--- src/rtl/wrp_pkg.sv ---
package wrp_pkg;
  localparam int WAYS  = 4;
  localparam int WAY_W = 2;

  typedef logic [WAYS-1:0]  way_mask_t;
  typedef logic [WAY_W-1:0] way_idx_t;

  localparam logic [2:0] MODE_SHARED   = 3'b000;
  localparam logic [2:0] MODE_SPLIT_22 = 3'b010;
  localparam logic [2:0] MODE_SPLIT_31 = 3'b011;

  // Ways an access may refill, by mode and access type (reserved codes share all ways)
  function automatic way_mask_t pool_of(input logic [2:0] mode, input logic is_data);
    case (mode)
      MODE_SPLIT_22: pool_of = is_data ? 4'b1100 : 4'b0011;
      MODE_SPLIT_31: pool_of = is_data ? 4'b1000 : 4'b0111;
      default:       pool_of = 4'b1111;
    endcase
  endfunction
endpackage

--- src/rtl/wrp_tag_store.sv ---
module wrp_tag_store
  import wrp_pkg::*;
#(
  parameter int SETS  = 2,
  parameter int TAG_W = 15,
  parameter int SET_W = 1
) (
  input  logic             clk,
  input  logic             rst,
  input  logic [SET_W-1:0] lk_set,
  input  logic [TAG_W-1:0] lk_tag,
  output logic             lk_hit,
  output way_idx_t         lk_way,
  output way_mask_t        lk_valid,
  input  logic             wr_en,
  input  logic [SET_W-1:0] wr_set,
  input  way_idx_t         wr_way,
  input  logic [TAG_W-1:0] wr_tag,
  input  way_mask_t        inval
);
  logic [TAG_W-1:0] tag_q [SETS][WAYS];
  way_mask_t        vld_q [SETS];
  way_mask_t        match;

  always_ff @(posedge clk) begin
    if (rst) begin
      for (int s = 0; s < SETS; s++) begin
        vld_q[s] <= '0;
        for (int w = 0; w < WAYS; w++) tag_q[s][w] <= '0;
      end
    end else begin
      if (wr_en) begin
        vld_q[wr_set][wr_way] <= 1'b1;
        tag_q[wr_set][wr_way] <= wr_tag;
      end
      // Invalidate is applied last so that it overrides a same-cycle fill
      for (int s = 0; s < SETS; s++)
        for (int w = 0; w < WAYS; w++)
          if (inval[w]) begin
            vld_q[s][w] <= 1'b0;
            tag_q[s][w] <= '0;
          end
    end
  end

  for (genvar w = 0; w < WAYS; w++) begin : g_cmp
    assign match[w] = vld_q[lk_set][w] && (tag_q[lk_set][w] == lk_tag);
  end

  always_comb begin
    lk_way = '0;
    for (int w = WAYS - 1; w >= 0; w--)
      if (match[w]) lk_way = way_idx_t'(w);
  end

  assign lk_hit   = |match;
  assign lk_valid = vld_q[lk_set];
endmodule

--- src/rtl/wrp_lru_ages.sv ---
module wrp_lru_ages
  import wrp_pkg::*;
#(
  parameter int SETS  = 2,
  parameter int SET_W = 1
) (
  input  logic                        clk,
  input  logic                        rst,
  input  logic [SET_W-1:0]            rd_set,
  output logic [WAYS-1:0][WAY_W-1:0]  rd_age,
  input  logic                        touch_en,
  input  logic [SET_W-1:0]            touch_set,
  input  way_idx_t                    touch_way
);
  // Age 0 = most recently used, WAYS-1 = least recently used
  logic [WAY_W-1:0] age_q [SETS][WAYS];

  always_ff @(posedge clk) begin
    if (rst) begin
      for (int s = 0; s < SETS; s++)
        for (int w = 0; w < WAYS; w++)
          age_q[s][w] <= WAY_W'(WAYS - 1 - w);
    end else if (touch_en) begin
      for (int w = 0; w < WAYS; w++) begin
        if (way_idx_t'(w) == touch_way)
          age_q[touch_set][w] <= '0;
        else if (age_q[touch_set][w] < age_q[touch_set][touch_way])
          age_q[touch_set][w] <= age_q[touch_set][w] + 1'b1;
      end
    end
  end

  always_comb
    for (int w = 0; w < WAYS; w++) rd_age[w] = age_q[rd_set][w];
endmodule

--- src/rtl/wrp_victim_sel.sv ---
module wrp_victim_sel
  import wrp_pkg::*;
(
  input  way_mask_t                   pool,
  input  way_mask_t                   lock,
  input  way_mask_t                   valid,
  input  logic [WAYS-1:0][WAY_W-1:0]  age,
  output logic                        found,
  output way_idx_t                    way
);
  way_mask_t        cand;
  way_mask_t        empty;
  logic [WAY_W-1:0] best;

  assign cand  = pool & ~lock;
  assign empty = cand & ~valid;

  always_comb begin
    found = 1'b0;
    way   = '0;
    best  = '0;
    if (|empty) begin
      found = 1'b1;
      for (int w = WAYS - 1; w >= 0; w--)
        if (empty[w]) way = way_idx_t'(w);
    end else begin
      for (int w = 0; w < WAYS; w++)
        if (cand[w] && (!found || age[w] > best)) begin
          found = 1'b1;
          way   = way_idx_t'(w);
          best  = age[w];
        end
    end
  end
endmodule

--- src/rtl/wrp_way_repl.sv ---
module wrp_way_repl
  import wrp_pkg::*;
#(
  parameter int SETS  = 2,
  parameter int TAG_W = 15,
  parameter int SET_W = (SETS > 1) ? $clog2(SETS) : 1
) (
  input  logic             clk,
  input  logic             rst,
  input  logic [2:0]       mode,
  input  logic [3:0]       lock_mask,
  input  logic [3:0]       inval_mask,
  input  logic             req_valid,
  input  logic [SET_W-1:0] req_set,
  input  logic [TAG_W-1:0] req_tag,
  input  logic             req_is_data,
  output logic             rsp_valid,
  output logic             rsp_hit,
  output logic [1:0]       rsp_hit_way,
  output logic             rsp_fill,
  output logic [1:0]       rsp_victim_way,
  output logic             rsp_uncached,
  output logic [SET_W-1:0] upd_set,
  output logic [TAG_W-1:0] upd_tag
);
  logic                       hit_c;
  way_idx_t                   hit_way_c;
  way_mask_t                  valid_c;
  logic [WAYS-1:0][WAY_W-1:0] age_c;
  logic                       vic_found;
  way_idx_t                   vic_way;
  logic                       fill_c;
  logic                       touch_c;

  wrp_tag_store #(.SETS(SETS), .TAG_W(TAG_W), .SET_W(SET_W)) u_tags (
    .clk(clk), .rst(rst),
    .lk_set(req_set), .lk_tag(req_tag),
    .lk_hit(hit_c), .lk_way(hit_way_c), .lk_valid(valid_c),
    .wr_en(fill_c), .wr_set(req_set), .wr_way(vic_way), .wr_tag(req_tag),
    .inval(inval_mask)
  );

  wrp_lru_ages #(.SETS(SETS), .SET_W(SET_W)) u_ages (
    .clk(clk), .rst(rst),
    .rd_set(req_set), .rd_age(age_c),
    .touch_en(touch_c), .touch_set(req_set),
    .touch_way(hit_c ? hit_way_c : vic_way)
  );

  wrp_victim_sel u_pick (
    .pool(pool_of(mode, req_is_data)), .lock(lock_mask), .valid(valid_c),
    .age(age_c), .found(vic_found), .way(vic_way)
  );

  assign fill_c  = req_valid && !hit_c && vic_found;
  assign touch_c = req_valid && (hit_c || vic_found);

  always_ff @(posedge clk) begin
    if (rst) begin
      rsp_valid      <= 1'b0;
      rsp_hit        <= 1'b0;
      rsp_hit_way    <= '0;
      rsp_fill       <= 1'b0;
      rsp_victim_way <= '0;
      rsp_uncached   <= 1'b0;
      upd_set        <= '0;
      upd_tag        <= '0;
    end else begin
      rsp_valid      <= req_valid;
      rsp_hit        <= req_valid && hit_c;
      rsp_hit_way    <= (req_valid && hit_c) ? hit_way_c : '0;
      rsp_fill       <= fill_c;
      rsp_victim_way <= fill_c ? vic_way : '0;
      rsp_uncached   <= req_valid && !hit_c && !vic_found;
      upd_set        <= fill_c ? req_set : '0;
      upd_tag        <= fill_c ? req_tag : '0;
    end
  end
endmodule

--- config.mk ---
export PLATFORM = sky130hd
export DESIGN_NAME = wrp_way_repl
export DESIGN_NICKNAME = d
export VERILOG_FILES = /design/src/rtl/wrp_pkg.sv /design/src/rtl/wrp_tag_store.sv /design/src/rtl/wrp_lru_ages.sv /design/src/rtl/wrp_victim_sel.sv /design/src/rtl/wrp_way_repl.sv
export SDC_FILE = /design/constraint.sdc
export NUM_CORES = 1
export LEC_CHECK = 0
export CORE_AREA = 2 2 123 125
export CTS_BUF_LIST = sky130_fd_sc_hd__clkbuf_16
export DETAILED_ROUTE_END_ITERATION = 16
export DIE_AREA = 0 0 125 127
export PLACE_DENSITY_LB_ADDON = 0.3
export SLEW_MARGIN = 40
export SYNTH_ARGS = -nofsm -noshare
export SYNTH_HDL_FRONTEND = slang
export SYNTH_HIERARCHICAL = 1
export SYNTH_SLANG_ARGS = --single-unit
--- constraint.sdc ---
create_clock -name clk -period 7.7 [get_ports clk]
set_input_delay 0.77 -clock clk [delete_from_list [all_inputs] [get_ports clk]]
set_output_delay 0.77 -clock clk [all_outputs]
set_load 0.01 [all_outputs]
Word-level counts from Yosys, hierarchy flattened
Memories as Yosys holds them, arrays and structs flattened.
Cells that the tools add are included.
{ "word_totals": {"reg_bits": 24, "latchBits": 0, "mem_bits_rw": 144, "rom_bits": 0, "inputBits": 31, "output_inout_bits": 24, "word_cells": 1759, "mem_count": 3} }
{ "op_classes": {"add_sub_neg": 4, "mul": 0, "div_mod_pow": 0, "n_lt_le_gt_ge": 12, "eq_ne": 25, "shift": 0, "n_mux": 114, "bitwise_logic": 1564, "n_reduce_logical": 29} }
{ "memory_table": {"columns": ["memory", "words", "width", "rd", "rd_clocked_by_memory_dff", "wr", "line", "rtl"], "rows": [
  ["u_tags.tag_q", 2, 60, 1, 0, 3, "wrp_tag_store.sv:21", "logic [TAG_W-1:0] tag_q [SETS][WAYS];"],
  ["u_ages.age_q", 2, 8, 1, 0, 2, "wrp_lru_ages.sv:16", "logic [WAY_W-1:0] age_q [SETS][WAYS];"],
  ["u_tags.vld_q", 2, 4, 1, 0, 3, "wrp_tag_store.sv:22", "way_mask_t vld_q [SETS];"]
]} }
{ "op_table": {"columns": ["cell", "count"], "rows": [
  ["$and 1x1->1", 640],
  ["$not 1->1", 514],
  ["$and 1x1->1 const B", 384],
  ["$mux 15", 9],
  ["$mux 1", 71],
  ["$eq 15x15->1", 4],
  ["$mux 60", 1],
  ["$mux 2", 24],
  ["$demux 15 s2", 1],
  ["$or 1x1->1", 20],
  ["$eq 1x1->1 const B", 16],
  ["$mux 4", 4],
  ["$logic_and 1x1->1", 14],
  ["$add 2x1->2 const B", 4],
  ["$and 4x4->4", 2],
  ["$lt 2x2->1", 4],
  ["$mux 8", 1],
  ["$not 4->4", 2],
  ["$pmux 4 s2", 1],
  ["$reduce_or 4->1", 2],
  ["$reduce_or 8->1", 1],
  ["$eq 3x2->1 const B", 2],
  ["$ge 3x3->1 const B", 2],
  ["$gt 2x2->1", 3],
  ["other kinds (12)", 22]
]} }

Depth between registers and ports, before layout
{ "logic_depth": {"depth_word": 35, "depth_mapped": 28, "ltp_nobuf": 27} }

Hierarchy
Netlist, hierarchy kept.
{ "modules_own_cells": {"columns": ["mod", "instances", "cells_per_inst", "area_each_um2"], "rows": [
  ["wrp_tag_store", 1, 538, 6118.4],
  ["wrp_lru_ages", 1, 136, 1361.3],
  ["wrp_way_repl", 1, 59, 739.5],
  ["wrp_victim_sel", 1, 54, 404.1]
]} }

Least setup slack after synthesis
Ideal clock, no wire load.
{ "synth_timing": {"path_type": "input to register", "from": "in req_set", "to": "mem u_ages/age_q[0][4] (netlist bit), enable pin", "arrival_ns": 6.164, "slack_ns": 1.220, "path_stages": 25, "n_path_buf": 2, "path_cell_list": "clkbuf_1 mux2_2 and2_1 ha_1 a221oi_4 o21a_1 nor2_1 ha_1 nor2b_1 o211ai_2 and2_1 o22ai_1 ha_1 nor2b_1 a2bb2oi_1 o21ai_0 a311oi_2 mux2_2 buf_2 o21ai_0 mux2_2 ha_1 or3_1 a221o_1 a21oi_1"} }
{ "synth_rtl": {"columns": ["element", "line", "rtl"], "rows": [
  ["start, declared", "wrp_way_repl.sv:14", "input logic [SET_W-1:0] req_set,"],
  ["end, declared", "wrp_lru_ages.sv:16", null]
]} }

==> impl_metrics.yaml <==
finish:
  fillers: 1072
  finalNetCount: 871
  drive_above_1_share_pct: 10.08
  area_growth_pct: 14.34
  instances_no_fill: 1028
status:
  status: "complete, no violations"
synthesis:
  ys_warn_count: 6
  synthArstFlopShare_pct: 0
  synth-edff-count: 91
  synth_most_common_cell: "and2_1"
  yosys_register_bits: 168
  yosys.cell_types.count: 70
  synth_nets: 828
  synth_ff_type: "edfxtp_1"
  syn_inst: 787
  synth.cell_area_mm2: 0.008623
  synth_top_area_share_pct: 31.69
  syn_avg_cell_area_um2: 10.96
  synth_common_cells: "97 x and2_1, 91 x edfxtp_1, 77 x dfxtp_1"
  ys_top_cells_by_area: "edfxtp_1 32%, dfxtp_1 18%, mux2i_1 7.1%"
  ys_seq_area_share_pct: 49.56
  synth_top_area_cell: "edfxtp_1"
timing:
  worst_pin_slew_ns: 0.8061
  setup_viol: 0
  drv_slew: 0
  hold_viol: 0
  fin_crit_sh_pct: 89.77
  max_freq_mhz: 144.7
  fin_skew_ns: 0.005218
  post-route-min-period_ns: 6.913
  rsz0062_at_grt: "no"
  timing.setup.tns_ns: 0
  maxSlewHeadroom_pct: 46.09
clock_tree:
  hold_buffers: 0
  cts-root-buf: "clkbuf_16"
  cts_tree: "built"
  clock_sinks: 168
  clk_latency_ns: 0.44
  cts.path.max_buffers: 2
  path_clk_slew_ns: 0.06
  post_cts_buffers: 0
  htree_levels: 4
  cts-resized-gates: 0
  numCtsBuffers: 17
critical_path:
  path_class: "in -> reg"
  start_kind: "primary input"
  slowest_delay_ns: 0.42
  cpLargestDelayFamily: "compound AO/OA/AOI/OAI gates"
  cp_slowest_cell: "a311oi_2"
  cp.arrival_ns: 7.03
  critical_path.endpoint_type: "flip-flop"
  cp_common_cell: "ha_1"
  path_max_fanout: 14
  worstPathRequired_ns: 7.82
  crit_buf_inv: 1
die:
  core_mm2: 0.01442
  die_x_um: 125
  start_util_pct: 59.78
  io_pins: 55
  rows: 44
  dieHeight_um: 127
  dieArea_mm2: 0.01588
detailed_routing:
  vias_per_cell: 5.921
  wl_um: 19580
  drt_iter0_drc: 504
  drc: 0
  avgRoutedWirePerCell_um: 19.05
  vias: 6087
  drtPass1Iterations: 5
  drtAntennaViolNets: 0
pwr:
  power_density_mw_per_mm2: 222.8
  peakVddDrop_mv: 0.1728
  p_leak_nw: 3.845
place:
  dp.cells: 995
  io_buffers: 54
  gp_congestion: 0.9941
  dp_hpwl_um: 12790
min_path:
  hp-class: "reg -> reg"
global_routing:
  use_met3_pct: 5.276
  met2_usage_pct: 42.42
  met1_usage_pct: 32.52
  gr-max-usage-layer: "met2"
  grt_usage_pct: 25.18
  grt_max_degree: 47
  grt_pass1_wl_um: 31350
  overflow: 0
  antenna_found_initial: 0
  grt_pass1_vias: 5943
job:
  maxCapViolations: 0
==> layer usage <==
layer	share of wire, %	wire (um)
met4	2.2	425
met1	43	8412
met2	50	9771
met3	5.0	970
met5	0	0
==> power breakdown <==
group,switching [W],internal [W]
clock,0.000361,0.000511
sequential,0.0000163,0.000985
combinational,0.000192,0.000131
total,0.000569,0.00163
==> flip-flops by register name, indices dropped and copies added (netlist names), 2 cells and up <==
| name | count |
|---|---|
| rsp_hit_way | 2 |
| u_tags/tag_q | 120 |
| u_tags/vld_q | 8 |
| upd_tag | 15 |
| u_ages/age_q | 16 |
| rsp_victim_way | 2 |
==> worst reg2reg max path: stages (launching register included) <==
cell       delay [ns]
edfxtp_1         0.44
mux2_2           0.28
and2_1           0.16
ha_1             0.18
nand2b_2         0.19
a221oi_4         0.34
o21a_1           0.21
nor2_1           0.06
ha_1             0.28
nor2b_1          0.14
o211ai_2         0.20
and2_1           0.22
o22ai_1          0.10
ha_1             0.30
nor2b_1          0.14
a2bb2oi_1        0.20
o21ai_0          0.12
a311oi_2         0.42
mux2_2           0.39
o21ai_0          0.13
mux2_2           0.32
ha_1             0.19
or3_1            0.38
a221o_1          0.32
a21oi_1          0.23
==> layout by cell type, fill, tap and decap left out, drive strengths merged, types with 3 or more instances in the layout <==
cell | synthesis | final
xnor2 | 5 | 5
clkdlybuf4s50 | 0 | 53
mux2i | 63 | 63
xor2 | 65 | 65
a211oi | 4 | 4
o22ai | 7 | 7
clkbuf | 26 | 17
mux2 | 15 | 15
o211ai | 5 | 5
nand3 | 6 | 6
nor2b | 10 | 10
a22o | 15 | 15
clkinv | 0 | 8
or4 | 5 | 5
and2 | 97 | 97
dfxtp | 77 | 77
nor2 | 38 | 38
and3 | 3 | 3
nor3b | 19 | 19
nor3 | 9 | 9
nand2 | 59 | 59
a21oi | 44 | 44
bufinv | 0 | 3
o21ai | 11 | 11
buf | 15 | 12
o21a | 4 | 4
ha | 10 | 10
nand2b | 17 | 17
nand4 | 14 | 14
edfxtp | 91 | 91
a21o | 7 | 7
inv | 10 | 13
or2 | 4 | 4
==> worst paths after layout <==
path                                     startpoint             endpoint  slack, ns  cells after the start
worst max-delay path                        mode[1]   u_ages/age_q[1][5]       0.79                     27
worst min-delay path            u_tags/tag_q[1][35]  u_tags/tag_q[1][35]       0.45                      2
worst max register to register   u_ages/age_q[1][6]   u_ages/age_q[1][5]       1.44                     24
worst min register to register  u_tags/tag_q[1][35]  u_tags/tag_q[1][35]       0.45                      2
==> per-stage QoR <==
step	utilization, %	cell area (um^2)	worst slack [ns]	power (W)	hold WS, ns
global route	68.34	9857	0.4002	0.002277	0.4667
detailed placement	64.13	9250	0.4587	0.001338	0.4444
finish	68.36	9859	0.7875	0.002196	0.4545
CTS	68.30	9852	0.8980	0.002201	0.4551
global placement	64.09	9244	0.6792	0.001324	0.4334
floorplan	-	8623	1.220	0.001240	0.4264
==> final cells by class <==
| cell class | count | area (um^2) | share of cell area, % |
|---|---|---|---|
| diodes | 1 | 2.502 | 0.02538 |
| clock buffers | 17 | 425.4 | 4.315 |
| clock inverters | 15 | 176.4 | 1.789 |
| inverters | 10 | 37.54 | 0.3807 |
| multi-input cells | 568 | 4093 | 41.51 |
| flip-flops and latches | 168 | 4274 | 43.35 |
| well taps | 184 | 230.2 | 2.335 |
| repair buffers | 65 | 620.6 | 6.294 |
==> kinds of logic (layout without fill, tap and decap cells) <==
group | count (synthesis) | after routing | share of synthesized area, %
muxes | 80 | 80 | 10.07
buffers and inverters | 51 | 107 | 3.250
AOI/OAI and AO/OA | 113 | 113 | 9.112
xor gates and xnor gates | 70 | 70 | 7.110
other | 0 | 1 | 0
DFF | 168 | 168 | 49.56
and+or+nand+nor | 295 | 295 | 19.44
adders and majority gates | 10 | 10 | 1.451
Note: power is estimated with default switching activity, not from simulation.
